$ cat src/rtl/feistel_f_pkg.sv
package feistel_f_pkg;
  localparam int HALF_W  = 64;
  localparam int BYTE_W  = 8;
  localparam int SLICE_W = HALF_W / 2;
  localparam int NSLOT   = SLICE_W / BYTE_W;
  localparam logic [BYTE_W-1:0] SBOX_CONST = 8'h6E;

  typedef struct packed {
    logic loadFirst;
    logic runSecond;
  } ffCtl_t;

  function automatic logic [7:0] gfMul(input logic [7:0] a, input logic [7:0] b);
    logic [7:0] acc;
    logic [7:0] sh;
    acc = '0;
    sh  = a;
    for (int i = 0; i < 8; i++) begin
      if (b[i]) acc = acc ^ sh;
      sh = {sh[6:0], 1'b0} ^ (sh[7] ? 8'h1B : 8'h00);
    end
    return acc;
  endfunction

  // a^254 by a squaring chain: a^2 * a^4 * ... * a^128
  function automatic logic [7:0] gfInv(input logic [7:0] a);
    logic [7:0] pw;
    logic [7:0] r;
    pw = a;
    r  = 8'h01;
    for (int i = 1; i < 8; i++) begin
      pw = gfMul(pw, pw);
      r  = gfMul(r, pw);
    end
    return r;
  endfunction

  function automatic logic [63:0] pLayer(input logic [63:0] y);
    logic [7:0] y1, y2, y3, y4, y5, y6, y7, y8;
    {y1, y2, y3, y4, y5, y6, y7, y8} = y;
    return {y1^y3^y4^y6^y7^y8,
            y1^y2^y4^y5^y7^y8,
            y1^y2^y3^y5^y6^y8,
            y2^y3^y4^y5^y6^y7,
            y1^y2^y6^y7^y8,
            y2^y3^y5^y7^y8,
            y3^y4^y5^y6^y8,
            y1^y4^y5^y6^y7};
  endfunction
endpackage

$ cat src/rtl/ff_sbox.sv
module ff_sbox #(
  parameter int KIND = 1
) (
  input  logic [7:0] byteIn,
  output logic [7:0] byteOut
);
  import feistel_f_pkg::*;

  generate
    if (KIND == 4) begin : gRotIn
      always_comb byteOut = gfInv({byteIn[6:0], byteIn[7]}) ^ SBOX_CONST;
    end else begin : gRotOut
      logic [7:0] base;
      always_comb base = gfInv(byteIn) ^ SBOX_CONST;
      if (KIND == 2) begin : gLeft
        always_comb byteOut = {base[6:0], base[7]};
      end else if (KIND == 3) begin : gRight
        always_comb byteOut = {base[0], base[7:1]};
      end else begin : gPlain
        always_comb byteOut = base;
      end
    end
  endgenerate
endmodule

$ cat src/rtl/ff_ctrl.sv
module ff_ctrl (
  input  logic                  clk,
  input  logic                  rst,
  input  logic                  start,
  output feistel_f_pkg::ffCtl_t ctl,
  output logic                  busy,
  output logic                  done
);
  logic secondPass;

  always_ff @(posedge clk) begin
    if (rst) begin
      secondPass <= 1'b0;
      done       <= 1'b0;
    end else begin
      secondPass <= start & ~secondPass;
      done       <= secondPass;
    end
  end

  always_comb begin
    ctl.loadFirst = start & ~secondPass;
    ctl.runSecond = secondPass;
    busy          = secondPass;
  end

  AST_DONE_TWO_LATER: assert property (@(posedge clk) disable iff (rst)
    (start && !busy) |=> ##1 done);
  AST_DONE_ONE_CYCLE: assert property (@(posedge clk) disable iff (rst)
    done |=> !done);
  AST_DONE_AFTER_BUSY: assert property (@(posedge clk) disable iff (rst)
    done |-> $past(busy));
  AST_BUSY_START_IGNORED: assert property (@(posedge clk) disable iff (rst)
    (busy && start) |=> !busy);
endmodule

$ cat src/rtl/ff_datapath.sv
module ff_datapath (
  input  logic                             clk,
  input  logic                             rst,
  input  feistel_f_pkg::ffCtl_t            ctl,
  input  logic                             roundMode,
  input  logic [feistel_f_pkg::HALF_W-1:0] dataIn,
  input  logic [feistel_f_pkg::HALF_W-1:0] keyIn,
  input  logic [feistel_f_pkg::HALF_W-1:0] rightIn,
  output logic [feistel_f_pkg::HALF_W-1:0] resOut,
  output logic [feistel_f_pkg::HALF_W-1:0] swapOut
);
  import feistel_f_pkg::*;

  logic [SLICE_W-1:0] keyHiHeld;
  logic [SLICE_W-1:0] word;
  logic [BYTE_W-1:0]  slotIn  [NSLOT];
  logic [BYTE_W-1:0]  slotOut [NSLOT];
  logic [HALF_W-1:0]  yVec;
  logic [HALF_W-1:0]  partial;

  // pass 0 takes the low word live from the ports; pass 1 the held high word
  always_comb begin
    if (ctl.runSecond) word = swapOut[HALF_W-1:SLICE_W] ^ keyHiHeld;
    else               word = dataIn[SLICE_W-1:0] ^ keyIn[SLICE_W-1:0];
  end

  // slots hold S1,S4,S3,S2; pass 0 feeds x8,x7,x6,x5, pass 1 feeds x1,x4,x3,x2
  always_comb begin
    if (ctl.runSecond) begin
      slotIn[0] = word[31:24];
      slotIn[1] = word[7:0];
      slotIn[2] = word[15:8];
      slotIn[3] = word[23:16];
    end else begin
      for (int s = 0; s < NSLOT; s++) slotIn[s] = word[s*BYTE_W +: BYTE_W];
    end
  end

  generate
    for (genvar g = 0; g < NSLOT; g++) begin : gSlot
      localparam int KIND = (g == 0) ? 1 : (g == 1) ? 4 : (g == 2) ? 3 : 2;
      ff_sbox #(.KIND(KIND)) uBox (.byteIn(slotIn[g]), .byteOut(slotOut[g]));
    end
  endgenerate

  // untouched group enters the linear layer as zero
  always_comb begin
    if (ctl.runSecond)
      yVec = {slotOut[0], slotOut[3], slotOut[2], slotOut[1], {SLICE_W{1'b0}}};
    else
      yVec = {{SLICE_W{1'b0}}, slotOut[3], slotOut[2], slotOut[1], slotOut[0]};
    partial = pLayer(yVec);
  end

  always_ff @(posedge clk) begin
    if (rst) begin
      resOut    <= '0;
      swapOut   <= '0;
      keyHiHeld <= '0;
    end else if (ctl.loadFirst) begin
      resOut    <= partial ^ (roundMode ? rightIn : {HALF_W{1'b0}});
      swapOut   <= dataIn;
      keyHiHeld <= keyIn[HALF_W-1:SLICE_W];
    end else if (ctl.runSecond) begin
      resOut    <= resOut ^ partial;
    end
  end

  AST_RESULT_HOLDS: assert property (@(posedge clk) disable iff (rst)
    (!ctl.loadFirst && !ctl.runSecond) |=> $stable(resOut));
  AST_SWAP_HOLDS: assert property (@(posedge clk) disable iff (rst)
    !ctl.loadFirst |=> $stable(swapOut));
endmodule

$ cat src/rtl/feistel_f_unit.sv
module feistel_f_unit (
  input  logic        clk,
  input  logic        rst,
  input  logic        start,
  input  logic        roundMode,
  input  logic [63:0] dataIn,
  input  logic [63:0] keyIn,
  input  logic [63:0] rightIn,
  output logic        done,
  output logic        busy,
  output logic [63:0] resOut,
  output logic [63:0] swapOut
);
  import feistel_f_pkg::*;

  ffCtl_t ctl;

  ff_ctrl uCtrl (
    .clk(clk), .rst(rst), .start(start),
    .ctl(ctl), .busy(busy), .done(done)
  );

  ff_datapath uPath (
    .clk(clk), .rst(rst), .ctl(ctl), .roundMode(roundMode),
    .dataIn(dataIn), .keyIn(keyIn), .rightIn(rightIn),
    .resOut(resOut), .swapOut(swapOut)
  );
endmodule

$ cat config.mk
export PLATFORM = sky130hd
export DESIGN_NAME = feistel_f_unit
export DESIGN_NICKNAME = d
export VERILOG_FILES = /design/src/rtl/feistel_f_pkg.sv /design/src/rtl/ff_sbox.sv /design/src/rtl/ff_ctrl.sv /design/src/rtl/ff_datapath.sv /design/src/rtl/feistel_f_unit.sv
export SDC_FILE = /design/constraint.sdc
export NUM_CORES = 2
export LEC_CHECK = 0
export CELL_PAD_IN_SITES_DETAIL_PLACEMENT = 0
export CELL_PAD_IN_SITES_GLOBAL_PLACEMENT = 1
export CORE_ASPECT_RATIO = 0.8
export CORE_MARGIN = 4
export CORE_UTILIZATION = 48
export DETAILED_ROUTE_END_ITERATION = 7
export PLACE_DENSITY_LB_ADDON = 0.15
export SLEW_MARGIN = 20
export SYNTH_ARGS = -nofsm -noshare
export SYNTH_HDL_FRONTEND = slang
export SYNTH_SLANG_ARGS = --single-unit
$ cat constraint.sdc
create_clock -name clk -period 26.9 [get_ports clk]
set_clock_uncertainty 0.05 [all_clocks]
set_input_delay 5.38 -clock clk [delete_from_list [all_inputs] [get_ports clk]]
set_output_delay 5.38 -clock clk [all_outputs]
set_load 0.02 [all_outputs]
==> impl_metrics.env <==
export IMPL_outcome="completed"
export IMPL_path_common_cell="xnor2_1"
export IMPL_r2r_end="uPath.resOut[22]"
export IMPL_startpoint="dataIn[31]"
export IMPL_cts_hold_fix_buffers=0
export IMPL_seq_area_um2=3250
export IMPL_antenna_cells=0
export IMPL_drive_gt1_frac=0.0873
export IMPL_fp_row_count=122
export IMPL_overflow=0
export IMPL_final_common_cell="xnor2_1"
export IMPL_clock_latency_ns=0.51
export IMPL_finalCritPeriodShare=0.945
export IMPL_place_ws_ns=0.802
export IMPL_finalHoldViolations=0
export IMPL_fp_dieH_um=344
export IMPL_slowest_delay_ns=0.79
export IMPL_clockBufferDepth=2
export IMPL_routed_wl_um=233000
export IMPL_via_per_inst=6.10
export IMPL_synthCells=9081
export IMPL_multi_input_area_um2=62100
export IMPL_num_vias=66800
export IMPL_end_kind="flop"
export IMPL_die_w_um=428
export IMPL_path_clk_slew_ns=0.07
export IMPL_yosysSeqAreaShare=0.0479
export IMPL_synth_distinct_cells=131
export IMPL_final_cell_mix="1507 x xnor2_1, 1257 x nor2_1, 1034 x nand2_1"
export IMPL_ant_nets=0
export IMPL_fmax_mhz=39.3
export IMPL_coreArea_um2=139000
export IMPL_grt_pass1_vias=62100
export IMPL_fin_ws_ns=1.48
export IMPL_rsz0062_at_grt="no"
export IMPL_syn2layout_area_growth_pct=9.04
export IMPL_htree_levels=4
export IMPL_cts_root_buf="clkbuf_16"
export IMPL_syn_mean_instance_area_um2=7.46
export IMPL_path_class="in -> reg"
export IMPL_portBuffers=325
export IMPL_ys_flop_type="dfxtp_1"
export IMPL_r2r_start="uCtrl.busy"
export IMPL_ys_warn_count=0
export IMPL_arrival_ns=25.73
export IMPL_synth_edf_count=0
export IMPL_cts_sinks=162
export IMPL_ys_seq_elements=162
export IMPL_antenna_found_initial=5
export IMPL_synth_area_um2=67700
export IMPL_critPathTopFamily="XOR/XNOR gates"
export IMPL_syn_num_nets=9302
export IMPL_fin_crit_ns=25.42
export IMPL_cp_max_fo=23
export IMPL_dr_pass1_iters=6
export IMPL_cts_resized_gates=0
export IMPL_endpoint="uPath.resOut[22]"
export IMPL_die_area_um2=147000
export IMPL_drt_iter0_drc=7015
export IMPL_crit_path_start_kind="primary input"
export IMPL_drc=0
export IMPL_cts_tree="built"
export IMPL_drv_slew=0
export IMPL_drv_cap=0
export IMPL_cp_required_ns=27.21
export IMPL_hold_path_class="reg -> reg"
export IMPL_fillers=13500
export IMPL_wl_per_cell_um=21.3
export IMPL_grt_max_degree=88
export IMPL_dpl_hpwl_um=172000
export IMPL_floorplan_initialDensity=0.486
export IMPL_fin_nets=9302
export IMPL_cts_buffers=17
export IMPL_gp_congestion=0.923
export IMPL_worst_path_buf_inv=5
export IMPL_io_pins=326
export IMPL_setup_viol=0
export IMPL_grt_pass1_wl_um=366000
export IMPL_path_depth=60
export IMPL_relSlewSlack=0.241
export IMPL_setup_tns_ns=0
export IMPL_slowest_stage="xor2_2"
export IMPL_synthArstFlopShare=0
export IMPL_worst_pin_slew_ns=1.13
export IMPL_ff2ff_setup_slack_ns=5.77
export IMPL_reg2reg_depth=59
export IMPL_cts_setup_buffers=0
export IMPL_grtUsageTotal=0.302
-- kinds of logic (layout without fill, tap and decap cells) --
logic type / after synthesis / after routing / synth area share
AO/OA/AOI/OAI: 1978 / 1978 / 0.192
XOR/XNOR: 2563 / 2563 / 0.439
adder cells (fa/ha/maj): 25 / 25 / 0.00462
buffers and inverters: 705 / 718 / 0.0437
flip-flops: 162 / 162 / 0.0479
multiplexers: 381 / 381 / 0.0608
AND/OR/NAND/NOR: 3267 / 3267 / 0.213
-- cell type report --
class | instances | share of cell area
Inverter | 90 | 0.00463
Multi-Input combinational cell | 8214 | 0.841
Tap cell | 1860 | 0.0315
Clock buffer | 18 | 0.00595
Clock inverter | 14 | 0.00181
Sequential cell | 162 | 0.0440
Timing Repair Buffer | 596 | 0.0716
-- per-layer routing --
metal  share of wire  global-route usage
met5         0.00021                   0
met4           0.023              0.0717
met3           0.067              0.0275
met2            0.44               0.474
met1            0.47               0.446
-- Yosys cell counts, drive strengths merged (34+ instances only) --
cell,n,share of area
a211o,34,0.0044
a211oi,107,0.013
a21o,35,0.0039
a21oi,627,0.047
a221oi,36,0.0050
a22oi,55,0.0062
a31oi,87,0.0080
and2,70,0.0065
and3,88,0.0081
buf,202,0.016
clkbuf,413,0.023
dfxtp,162,0.048
inv,79,0.0044
mux2,83,0.014
mux2i,291,0.044
nand2,1035,0.057
nand2b,56,0.0052
nand3,195,0.014
nand4,46,0.0043
nor2,1270,0.071
nor2b,37,0.0034
nor3,242,0.018
nor4,55,0.0056
o211ai,87,0.0097
o21ai,371,0.028
o22ai,124,0.012
o31ai,36,0.0041
or2,39,0.0036
or3,49,0.0045
xnor2,1685,0.24
xnor3,364,0.12
xor2,469,0.065
xor3,45,0.016
-- how the worst min path moves through the flow --
stage | cells past startpoint | slack, ns | to | startpoint
detailed placement | 2 | 0.40 | uPath.swapOut[15] | uPath.swapOut[15]
CTS | 2 | 0.40 | uPath.swapOut[15] | uPath.swapOut[15]
finish | 2 | 0.40 | uPath.swapOut[4] | uPath.swapOut[4]
global route | 2 | 0.42 | uPath.swapOut[27] | uPath.swapOut[27]
floorplan | 2 | 0.40 | uPath.keyHiHeld[0] | uPath.keyHiHeld[0]
global placement | 2 | 0.39 | uPath.swapOut[17] | uPath.swapOut[17]
-- worst reg2reg max path: cells and delay by family, from the launching register on --
family,cells,cell delay [ns]
XOR/XNOR,23,10.01
AO/OA/AOI/OAI,12,2.84
buffers and inverters,5,1.49
adder cells (fa/ha/maj),3,1.21
AND/OR/NAND/NOR,11,2.75
flip-flops,1,0.79
multiplexers,5,1.84
-- metrics by stage --
step	instances	util	hold slack [ns]	area, um^2
after floorplan	9081	-	0.398	67700
after global placement	10900	0.526	0.392	73200
after detailed placement	10900	0.526	0.395	73200
after CTS	11000	0.530	0.405	73800
after global routing	11000	0.530	0.420	73800
final	11000	0.530	0.403	73800
-- registers in the layout, indices dropped and copies added, names as in the netlist --
register	cells
uPath.swapOut	64
uPath.resOut	64
uPath.keyHiHeld	32
uCtrl.busy	1
uCtrl.done	1
Power is not shown: default switching activity piles up to over one toggle a cycle in this logic, so the estimate is an artifact.
